[src/rtl/gpio_sc_pkg.sv]
package gpio_sc_pkg;

    // Address map (byte offsets); software decodes these, so they are fixed
    localparam logic [7:0] A_G3_IN   = 8'h00;
    localparam logic [7:0] A_G3_LSET = 8'h04;
    localparam logic [7:0] A_G3_LCLR = 8'h08;
    localparam logic [7:0] A_G3_LST  = 8'h0C;
    localparam logic [7:0] A_G2_DSET = 8'h10;
    localparam logic [7:0] A_G2_DCLR = 8'h14;
    localparam logic [7:0] A_G2_DST  = 8'h18;
    localparam logic [7:0] A_G2_IN   = 8'h1C;
    localparam logic [7:0] A_G2_LSET = 8'h20;
    localparam logic [7:0] A_G2_LCLR = 8'h24;
    localparam logic [7:0] A_G2_MSET = 8'h28;
    localparam logic [7:0] A_G2_MCLR = 8'h2C;
    localparam logic [7:0] A_G2_MST  = 8'h30;
    localparam logic [7:0] A_G0_IN   = 8'h40;
    localparam logic [7:0] A_G0_LSET = 8'h44;
    localparam logic [7:0] A_G0_LCLR = 8'h48;
    localparam logic [7:0] A_G0_LST  = 8'h4C;
    localparam logic [7:0] A_G0_DSET = 8'h50;
    localparam logic [7:0] A_G0_DCLR = 8'h54;
    localparam logic [7:0] A_G0_DST  = 8'h58;
    localparam logic [7:0] A_G1_IN   = 8'h60;
    localparam logic [7:0] A_G1_LSET = 8'h64;
    localparam logic [7:0] A_G1_LCLR = 8'h68;
    localparam logic [7:0] A_G1_LST  = 8'h6C;
    localparam logic [7:0] A_G1_DSET = 8'h70;
    localparam logic [7:0] A_G1_DCLR = 8'h74;
    localparam logic [7:0] A_G1_DST  = 8'h78;

    // Group 3 fixed layout
    localparam int G3_BIDI_W   = 6;
    localparam int G3_DIN_W    = 22;
    localparam int G3_DOUT_W   = 24;
    localparam int G3_BIDI_LSB = 25;

    // All software-visible registers, each in its 32-bit bus format
    typedef struct packed {
        logic [31:0] g0_lvl;
        logic [31:0] g0_dir;
        logic [31:0] g1_lvl;
        logic [31:0] g1_dir;
        logic [31:0] g2_lvl;
        logic [31:0] g2_dir;
        logic [31:0] g2_mux;
        logic [31:0] g3_lvl;
    } gpio_regs_t;

    // Next value of one set/clear register pair
    function automatic logic [31:0] sc_next(
        input logic [31:0] cur,
        input logic        we,
        input logic [7:0]  addr,
        input logic [7:0]  set_a,
        input logic [7:0]  clr_a,
        input logic [31:0] wd,
        input logic [31:0] mask
    );
        logic [31:0] r;
        r = cur;
        if (we && addr == set_a)      r = cur | (wd & mask);
        else if (we && addr == clr_a) r = cur & ~(wd & mask);
        return r;
    endfunction

endpackage

[src/rtl/gpio_sync.sv]
module gpio_sync #(
    parameter int W = 8
) (
    input  logic         clk,
    input  logic         rst_n,
    input  logic [W-1:0] din,
    output logic [W-1:0] dout
);
    typedef struct packed {
        logic [W-1:0] s1;
        logic [W-1:0] s2;
    } sync_t;

    sync_t st_d, st_q;

    always_comb begin
        st_d    = st_q;
        st_d.s1 = din;
        st_d.s2 = st_q.s1;
    end

    always_ff @(posedge clk or negedge rst_n) begin
        if (!rst_n) st_q <= '0;
        else        st_q <= st_d;
    end

    assign dout = st_q.s2;
endmodule

[src/rtl/gpio_g3_pack.sv]
module gpio_g3_pack
    import gpio_sc_pkg::*;
(
    input  logic [G3_DIN_W-1:0]  din,
    input  logic [G3_BIDI_W-1:0] bidi,
    output logic [31:0]          word
);
    always_comb begin
        word = '0;
        // dedicated inputs fill the gaps around the bidirectional bits
        for (int i = 0; i < 10; i++)  word[i]     = din[i];
        for (int i = 10; i < 19; i++) word[i + 5] = din[i];
        for (int i = 19; i < 22; i++) word[i + 6] = din[i];
        // bidirectional pins 0..4 sit at 10..14, pin 5 at 24
        for (int n = 0; n < 5; n++)   word[10 + n] = bidi[n];
        word[24] = bidi[5];
    end
endmodule

[src/rtl/gpio_rd_mux.sv]
module gpio_rd_mux
    import gpio_sc_pkg::*;
(
    input  logic [7:0]  addr,
    input  gpio_regs_t  regs,
    input  logic [31:0] g0_in_w,
    input  logic [31:0] g1_in_w,
    input  logic [31:0] g2_in_w,
    input  logic [31:0] g3_in_w,
    output logic [31:0] rdata
);
    always_comb begin
        case (addr)
            A_G3_IN:                          rdata = g3_in_w;
            A_G3_LSET, A_G3_LCLR, A_G3_LST:   rdata = regs.g3_lvl;
            A_G2_DSET, A_G2_DCLR, A_G2_DST:   rdata = regs.g2_dir;
            A_G2_IN:                          rdata = g2_in_w;
            A_G2_LSET, A_G2_LCLR:             rdata = regs.g2_lvl;
            A_G2_MSET, A_G2_MCLR, A_G2_MST:   rdata = regs.g2_mux;
            A_G0_IN:                          rdata = g0_in_w;
            A_G0_LSET, A_G0_LCLR, A_G0_LST:   rdata = regs.g0_lvl;
            A_G0_DSET, A_G0_DCLR, A_G0_DST:   rdata = regs.g0_dir;
            A_G1_IN:                          rdata = g1_in_w;
            A_G1_LSET, A_G1_LCLR, A_G1_LST:   rdata = regs.g1_lvl;
            A_G1_DSET, A_G1_DCLR, A_G1_DST:   rdata = regs.g1_dir;
            default:                          rdata = '0; // unused offsets
        endcase
    end
endmodule

[src/rtl/gpio_setclr_ctrl.sv]
module gpio_setclr_ctrl
    import gpio_sc_pkg::*;
#(
    parameter int P0_W  = 8,
    parameter int P1_W  = 24,
    parameter int P2_W  = 13,
    parameter int MUX_W = 3
) (
    input  logic                 clk,
    input  logic                 rst_n,
    input  logic [7:0]           bus_addr,
    input  logic                 bus_we,
    input  logic [31:0]          bus_wdata,
    output logic [31:0]          bus_rdata,
    input  logic [P0_W-1:0]      g0_pin_in,
    output logic [P0_W-1:0]      g0_pin_out,
    output logic [P0_W-1:0]      g0_pin_oe,
    input  logic [P1_W-1:0]      g1_pin_in,
    output logic [P1_W-1:0]      g1_pin_out,
    output logic [P1_W-1:0]      g1_pin_oe,
    input  logic [P2_W-1:0]      g2_pin_in,
    output logic [P2_W-1:0]      g2_pin_out,
    output logic [P2_W-1:0]      g2_pin_oe,
    output logic [MUX_W-1:0]     g2_mux_sel,
    input  logic [G3_BIDI_W-1:0] g3_bidi_in,
    output logic [G3_BIDI_W-1:0] g3_bidi_out,
    output logic [G3_BIDI_W-1:0] g3_bidi_oe,
    input  logic [G3_DIN_W-1:0]  g3_din,
    output logic [G3_DOUT_W-1:0] g3_dout
);
    // Implemented-bit masks; unimplemented bits never leave zero
    localparam logic [31:0] M_G0    = 32'((64'd1 << P0_W) - 64'd1);
    localparam logic [31:0] M_G1    = 32'((64'd1 << P1_W) - 64'd1);
    localparam logic [31:0] M_G2    = 32'((64'd1 << P2_W) - 64'd1);
    localparam logic [31:0] M_MUX   = 32'((64'd1 << MUX_W) - 64'd1);
    localparam logic [31:0] M_BIDI  = 32'(((64'd1 << G3_BIDI_W) - 64'd1) << G3_BIDI_LSB);
    localparam logic [31:0] M_DOUT  = 32'((64'd1 << G3_DOUT_W) - 64'd1);
    localparam logic [31:0] M_G2DIR = M_G2 | M_BIDI;
    localparam logic [31:0] M_G3LVL = M_DOUT | M_BIDI;
    localparam int SYNC_W = P0_W + P1_W + P2_W + G3_BIDI_W + G3_DIN_W;

    // ---------------- input synchronizers ----------------
    logic [SYNC_W-1:0]    sync_out;
    logic [P0_W-1:0]      g0_s;
    logic [P1_W-1:0]      g1_s;
    logic [P2_W-1:0]      g2_s;
    logic [G3_BIDI_W-1:0] g3b_s;
    logic [G3_DIN_W-1:0]  g3d_s;
    logic [31:0]          g3_in_w;

    gpio_sync #(.W(SYNC_W)) u_sync (
        .clk   (clk),
        .rst_n (rst_n),
        .din   ({g3_din, g3_bidi_in, g2_pin_in, g1_pin_in, g0_pin_in}),
        .dout  (sync_out)
    );

    assign {g3d_s, g3b_s, g2_s, g1_s, g0_s} = sync_out;

    gpio_g3_pack u_pack (
        .din  (g3d_s),
        .bidi (g3b_s),
        .word (g3_in_w)
    );

    // ---------------- set/clear registers ----------------
    gpio_regs_t regs_d, regs_q;

    always_comb begin
        regs_d        = regs_q;
        regs_d.g0_lvl = sc_next(regs_q.g0_lvl, bus_we, bus_addr, A_G0_LSET, A_G0_LCLR, bus_wdata, M_G0);
        regs_d.g0_dir = sc_next(regs_q.g0_dir, bus_we, bus_addr, A_G0_DSET, A_G0_DCLR, bus_wdata, M_G0);
        regs_d.g1_lvl = sc_next(regs_q.g1_lvl, bus_we, bus_addr, A_G1_LSET, A_G1_LCLR, bus_wdata, M_G1);
        regs_d.g1_dir = sc_next(regs_q.g1_dir, bus_we, bus_addr, A_G1_DSET, A_G1_DCLR, bus_wdata, M_G1);
        regs_d.g2_lvl = sc_next(regs_q.g2_lvl, bus_we, bus_addr, A_G2_LSET, A_G2_LCLR, bus_wdata, M_G2);
        regs_d.g2_dir = sc_next(regs_q.g2_dir, bus_we, bus_addr, A_G2_DSET, A_G2_DCLR, bus_wdata, M_G2DIR);
        regs_d.g2_mux = sc_next(regs_q.g2_mux, bus_we, bus_addr, A_G2_MSET, A_G2_MCLR, bus_wdata, M_MUX);
        regs_d.g3_lvl = sc_next(regs_q.g3_lvl, bus_we, bus_addr, A_G3_LSET, A_G3_LCLR, bus_wdata, M_G3LVL);
    end

    always_ff @(posedge clk or negedge rst_n) begin
        if (!rst_n) regs_q <= '0;
        else        regs_q <= regs_d;
    end

    // ---------------- pin outputs ----------------
    assign g0_pin_out  = regs_q.g0_lvl[P0_W-1:0];
    assign g0_pin_oe   = regs_q.g0_dir[P0_W-1:0];
    assign g1_pin_out  = regs_q.g1_lvl[P1_W-1:0];
    assign g1_pin_oe   = regs_q.g1_dir[P1_W-1:0];
    assign g2_pin_out  = regs_q.g2_lvl[P2_W-1:0];
    assign g2_pin_oe   = regs_q.g2_dir[P2_W-1:0];
    assign g2_mux_sel  = regs_q.g2_mux[MUX_W-1:0];
    assign g3_bidi_out = regs_q.g3_lvl[G3_BIDI_LSB +: G3_BIDI_W];
    assign g3_bidi_oe  = regs_q.g2_dir[G3_BIDI_LSB +: G3_BIDI_W];
    assign g3_dout     = regs_q.g3_lvl[G3_DOUT_W-1:0];

    // ---------------- read path ----------------
    gpio_rd_mux u_rd (
        .addr    (bus_addr),
        .regs    (regs_q),
        .g0_in_w (32'(g0_s)),
        .g1_in_w (32'(g1_s)),
        .g2_in_w (32'(g2_s)),
        .g3_in_w (g3_in_w),
        .rdata   (bus_rdata)
    );

    // ---------------- assertions ----------------
    a_r1_set_g0: assert property (@(posedge clk) disable iff (!rst_n)
        (bus_we && bus_addr == A_G0_LSET) |=>
            ((g0_pin_out & $past(bus_wdata[P0_W-1:0])) == $past(bus_wdata[P0_W-1:0])) &&
            ((g0_pin_out & ~$past(bus_wdata[P0_W-1:0])) == ($past(g0_pin_out) & ~$past(bus_wdata[P0_W-1:0]))));

    a_r2_clr_g1_dir: assert property (@(posedge clk) disable iff (!rst_n)
        (bus_we && bus_addr == A_G1_DCLR) |=>
            ((g1_pin_oe & $past(bus_wdata[P1_W-1:0])) == '0) &&
            ((g1_pin_oe & ~$past(bus_wdata[P1_W-1:0])) == ($past(g1_pin_oe) & ~$past(bus_wdata[P1_W-1:0]))));

    a_r6_bidi_oe_hold: assert property (@(posedge clk) disable iff (!rst_n)
        !(bus_we && (bus_addr == A_G2_DSET || bus_addr == A_G2_DCLR)) |=> $stable(g3_bidi_oe));

    a_r8_dout_hold: assert property (@(posedge clk) disable iff (!rst_n)
        !(bus_we && (bus_addr == A_G3_LSET || bus_addr == A_G3_LCLR)) |=> $stable(g3_dout) && $stable(g3_bidi_out));

    a_r12_ro_write: assert property (@(posedge clk) disable iff (!rst_n)
        (bus_we && (bus_addr == A_G0_IN || bus_addr == A_G3_IN || bus_addr == 8'h34)) |=>
            $stable(g0_pin_out) && $stable(g2_pin_oe) && $stable(g2_mux_sel) && $stable(g3_dout));

    a_r9_unused_zero: assert property (@(posedge clk) disable iff (!rst_n)
        (bus_addr == 8'h34 || bus_addr == 8'h7C) |-> bus_rdata == 32'h0);
endmodule

[config.mk]
export PLATFORM = sky130hd
export DESIGN_NAME = gpio_setclr_ctrl
export DESIGN_NICKNAME = d
export VERILOG_FILES = /design/src/rtl/gpio_sc_pkg.sv /design/src/rtl/gpio_sync.sv /design/src/rtl/gpio_g3_pack.sv /design/src/rtl/gpio_rd_mux.sv /design/src/rtl/gpio_setclr_ctrl.sv
export SDC_FILE = /design/constraint.sdc
export NUM_CORES = 1
export LEC_CHECK = 0
export ABC_CLOCK_PERIOD_IN_PS = 2500
export BUFFER_PORTS_ARGS = -buffer_cell sky130_fd_sc_hd__clkbuf_2
export CELL_PAD_IN_SITES_DETAIL_PLACEMENT = 1
export CELL_PAD_IN_SITES_GLOBAL_PLACEMENT = 2
export CORE_MARGIN = 1.5
export CORE_UTILIZATION = 33
export CTS_BUF_LIST = sky130_fd_sc_hd__clkbuf_8
export DETAILED_ROUTE_END_ITERATION = 7
export HOLD_SLACK_MARGIN = 0.02
export PLACE_DENSITY_LB_ADDON = 0.3
export SYNTH_ARGS = -nofsm -noshare
export SYNTH_HDL_FRONTEND = slang
export SYNTH_HIERARCHICAL = 1
export SYNTH_SLANG_ARGS = --single-unit
[constraint.sdc]
create_clock -name clk -period 2.5 [get_ports clk]
set_clock_uncertainty 0.2 [all_clocks]
set_input_delay 0.5 -clock clk [delete_from_list [all_inputs] [get_ports clk]]
set_output_delay 0.5 -clock clk [all_outputs]
set_load 0.01 [all_outputs]
Word-level counts from Yosys, hierarchy flattened. Index checks and enable logic that the tools add are counted.

Latch bits: 0. Flip-flop bits (word level): 402. Output and inout bits: 161. Bits in read-only memories: 0. Memory bits (writable): 0. Memories: 0.

Multipliers: 0. Multiplexer cells: 17. Shifts and indexed selects: 0. $lt $le $gt $ge: 0. Eq/ne operators: 26. Div/mod/pow operators: 0. Reduce and logical (&&, ||, !) cells: 33. Add/subtract/negate cells: 0. Bitwise logic cells: 22.

Operators with widths (count): 2-to-1 mux 32 bit (16); case mux 32 bit (12 select lines) (1); AND 32 bit (8); equality test 8 x 7 -> 1 bit (second input constant) (14); NOT 31 -> 32 bit (2); bitwise OR 32 x 24 -> 32 bit (2); bitwise OR 32 x 31 -> 32 bit (2); bitwise OR 32 x 8 -> 32 bit (2); equality test 8 x 6 -> 1 bit (second input constant) (5); equality test 8 x 5 -> 1 bit (second input constant) (4); NOT 13 -> 32 bit (1); NOT 24 -> 32 bit (1); NOT 3 -> 32 bit (1); NOT 8 -> 32 bit (1); bitwise OR 32 x 13 -> 32 bit (1); bitwise OR 32 x 3 -> 32 bit (1); OR reduction 3 bit (7); equality test 8 x 4 -> 1 bit (second input constant) (2); logical AND 1 bit (16); nonzero test 2 bit (8); equality test 8 x 3 -> 1 bit (second input constant) (1); logical NOT 8 bit (1); OR reduction 2 bit (1).

Logic depth before layout (Yosys ltp).
Depth after elaboration: 4. Mapped depth: 7. Mapped depth without buffers: 4.

Cells and area by module. The synthesis kept the hierarchy.

Modules (own cells, without submodules): gpio_setclr_ctrl (seq. area each 3228.1 µm², area an instance 6292.3 µm², cells an instance 620, instances 1); gpio_sync (seq. area each 3653.5 µm², area an instance 3653.5 µm², cells an instance 146, instances 1); gpio_rd_mux (seq. area each 0.0 µm², area an instance 3487.1 µm², cells an instance 486, instances 1); gpio_g3_pack (seq. area each 0.0 µm², area an instance 244.0 µm², cells an instance 33, instances 1).

Worst setup path after synthesis. Ideal clock, no wire load.

Path kind: input -> output. Start: input bus_addr[7]. End: output bus_rdata[15]. Arrival time: 1892 ps. Path buffers: 3. Stages on the path: 7. Setup slack: -92 ps. Cell sequence: buf_2 or4_1 buf_2 nor3_4 buf_2 a22oi_1 nand4_1.

Longest elaborated chain between the ends: 3.

RTL lines: from (decl) (RTL line gpio_setclr_ctrl.sv:11) `input logic [7:0] bus_addr,`; equality test 8 x 7 -> 1 bit (tied with other cells) (RTL line gpio_rd_mux.sv:13) `case (addr)`; OR reduction 3 bit or OR reduction 2 bit (tied branches) (RTL line gpio_rd_mux.sv:13); case mux 32 bit (12 select lines) (*) (RTL line gpio_rd_mux.sv:13); to (decl) (RTL line gpio_setclr_ctrl.sv:14) `output logic [31:0] bus_rdata,`.

Mark *: on every way between the ends. The rest lies on a longest branch, timed or not.

Worst setup path after layout.
Start: input bus_addr[3]. End: output bus_rdata[2].

Same word-level chain as after synthesis.

==> reports/results.tsv <==
stage	metric	value	unit
synthesis	yosys_register_bits	275	
floorplanning	fp.dieW	207	um
layout	layout_common_cells	273 x sky130_fd_sc_hd__dfrtp_1, 233 x sky130_fd_sc_hd__clkbuf_2, 182 x sky130_fd_sc_hd__conb_1	
floorplanning	die_height	207	um
routing	detail_route.vias_per_cell	5.28	
layout	fin_nets	2034	
grt	antenna_found_initial	0	
synthesis	yosys_most_used_dff	sky130_fd_sc_hd__dfrtp_1	
critical_path	setup.worst_path.start_class	input pin	
job	reported_max_cap_violation_count	0	
layout	antenna_cells	0	
synthesis	synth_top_cell_area_share	50.3	%
routing	drt-wirelength-per-cell	23.8	um
outcome	run_status	finished, violations left	
routing	antenna_left	0	
timing	timing.final.ws_setup	-311	ps
grt	global_routing_met3_resource_utilization	5.81	%
floorplanning	std_cell_rows	74	
critical_path	cp_cell_sequence	buf_8, buf_6, buf_4, nand2_2, buf_4, a32o_1, a221oi_1, nand4_1, buf_2	
routing	drt_iter0_drc	956	
critical_path	critical-path-max-stage-delay	330	ps
synthesis	synth.distinct_cells	59	
routing	vias	13100	
critical_path	worst_setup_path_end_kind	output pin	
synthesis	number_of_flops_mapped_to_enable_cells_by_yosys	0	
synthesis	synthDominantAreaCellType	sky130_fd_sc_hd__dfrtp_1	
grt	grtUsageMet2	42.7	%
synthesis	synthesis.area	0.0137	sq mm
grt	gr-usage-met1	37.5	%
placed_design	dpl.hpwl	42800	um
floorplanning	design.die.area	0.0427	sq mm
floorplanning	floorplan_core_area	0.0408	sq mm
hold_path	worst_hold_path_type	in -> reg	
grt	grt_max_degree	67	
critical_path	setup.worst_path.class	in -> out	
grt	grt_use_total	27.6	%
grt	grt_pass1_vias	13600	
clock_network	cts.root.buffer_cell	sky130_fd_sc_hd__clkbuf_8	
timing	timing.slew.headroom	55.3	%
placed_design	port_buffers	273	
power_and_ir_drop	p_leak	10.0	nW
layout	final_layout_size_suffix_gt1_share	35.0	%
clock_network	tritoncts	yes	
outcome	violations	negative setup slack	
critical_path	timing.reg2reg.worst_path_depth	4	
timing	timing.setup.tns	-8430	ps
floorplanning	io-pin-count	277	
floorplanning	initial_core_util	33.5	%
synthesis	synth-async-reset-ratio	100	%
critical_path	critical_path_most_common_cell	sky130_fd_sc_hd__buf_4	
clock_network	clk_latency	660	ps
clock_network	clock_path_buffers	3	
synthesis	yosysWarnings	6	
layout	layout.cells.most_common	sky130_fd_sc_hd__dfrtp_1	
timing	period_needed	2810	ps
critical_path	worst-path-max-fanout	9	
hold_path	worst_hold_path.num_cells	3	
grt	grt_most_used_layer	met2	
critical_path	critical_path_cell_count	9	
placed_design	pre_cts_slack	-468	ps
layout	non_filler_instance_count_after_layout	2491	
synthesis	synth_cells	1285	
timing	finalSetupViolations	31	
placed_design	routabilityCongestion	0.892	
critical_path	worst-path-buf-inv	5	
placed_design	dpl.cell_count	2277	
routing	drcViolationCount	0	
clock_network	clkSlewWorstSetupHoldPaths	60	ps
timing	period_share	112	%
power_and_ir_drop	vdd_ir_drop_max	0.339	mV
synthesis	avgSynthCellArea	10.6	sq um
timing	whs	74.6	ps
timing	grt_setup_unrepaired	true	
critical_path	largest_delay_contributor_family_on_the_critical_path	buffers and inverters	
clock_network	sink_count	275	
timing	slew_at_the_pin_with_the_worst_max_slew_slack	670	ps
critical_path	timing.critical_path.required	1800	ps
power_and_ir_drop	power.density	547	mW/mm^2
timing	drv_slew	0	
grt	wire_length_of_the_first_global_routing_pass	86700	um
critical_path	worstPathArrival	2110	ps
clock_network	cts.htree.levels	2	
routing	wl	59300	um
power_and_ir_drop	finalPower	11.1	mW
grt	grt-ovfl-total	0	
synthesis	synth.top_cells.by_area	sky130_fd_sc_hd__dfrtp_1 50%, sky130_fd_sc_hd__mux2i_1 9.8%, sky130_fd_sc_hd__nand4_1 3.9%, sky130_fd_sc_hd__mux2_2 3.2%, sky130_fd_sc_hd__nand3_1 3.1%	
layout	synthToLayoutAreaGrowth	48.0	%
timing	maxClockFrequency	356	MHz
timing	hold_violations	0	
routing	drt-pass1-iter-count	5	
synthesis	seq_area_frac_synth	50.3	%
clock_network	numCtsBuffers	49	
critical_path	crit_slowest_cell	sky130_fd_sc_hd__a221oi_1	
## routing by layer
metal  wire [um]  vias up
li1            -     5831
met1       25600     6763
met2       27500      437
met3        4160      117
met4        2000        0
met5           0        -
## final timing paths
| path | start | end | slack [ps] |
|---|---|---|---|
| worst max-delay path | bus_addr[3] | bus_rdata[2] | -310 |
| worst min-delay path | bus_wdata[11] | flip-flop | 70 |
| worst max register to register | flip-flop | flip-flop | 1260 |
| worst min register to register | u_sync/st_d[52]$_DFF_PN0_ | u_sync/dout[52]$_DFF_PN0_ | 140 |
| max in group asynchronous | rst_n | u_sync/st_d[15]$_DFF_PN0_ | 1180 |
| min in group asynchronous | rst_n | asynchronous set/reset pin | 190 |
## per-stage QoR
step / area (sq um) / utilization (%)
after floorplan: 14400 / -
after global placement: 17300 / 42.4
after detailed placement: 17300 / 42.4
after CTS: 19700 / 48.3
after global routing: 20200 / 49.6
final: 20200 / 49.6
## worst min-delay path: stages
cell,delay [ps]
sky130_fd_sc_hd__clkbuf_2,180
sky130_fd_sc_hd__nand4_1,110
sky130_fd_sc_hd__nand3_1,80
## layout make-up
class                      instances  area [sq um]
clock inverter                    30           240
inverter                         100           375
multi-input combinational        934          6830
tap                              532           666
clock buffer                      62           853
fill                            4559         20600
sequential                       275          6880
timing repair buffer             558          4390
## cells by family (layout without fill, tap and decap cells)
| logic type | after synthesis | after routing | share of synthesized area (%) |
|---|---|---|---|
| simple gates | 343 | 343 | 14.2 |
| flops | 275 | 275 | 50.3 |
| buf+inv | 256 | 750 | 8.58 |
| compound gates | 235 | 235 | 13.8 |
| mux | 173 | 173 | 13.0 |
| other cells | 2 | 182 | 0.0549 |
| xor+xnor | 1 | 1 | 0.0640 |
## synthesized netlist by cell type (all sizes together), types with 3 or more instances
master	n
a221oi	18
a22o	8
a22oi	29
a32o	8
a32oi	4
a41o	10
a41oi	12
and2	3
buf	91
clkbuf	65
dfrtp	275
inv	100
mux2	39
mux2i	134
nand2	41
nand3	86
nand4	86
nand4b	6
nor2	44
nor2b	4
nor3	40
nor3b	3
nor4	3
nor4b	5
nor4bb	3
o2111a	18
o21ai	38
o22a	12
o31ai	42
o41ai	24
or3b	4
or4	5
## where the power goes
| group | internal, mW | total [mW] | switching [mW] |
|---|---|---|---|
| registers | 4.65 | 4.79 | 0.141 |
| logic | 0.675 | 1.58 | 0.907 |
| clock network | 2.59 | 4.70 | 2.11 |
## timing repair
item | in CTS | in global routing
setup endpoints to repair | 31 | 31
hold buffers | 96 | 0
gates resized for setup | 55 | 128
cloned | 1 | 2
pin swaps | 23 | 34
setup buffers | 11 | 16
hold endpoints to repair | 359 | 0
Note: power is estimated with default switching activity, not from simulation.
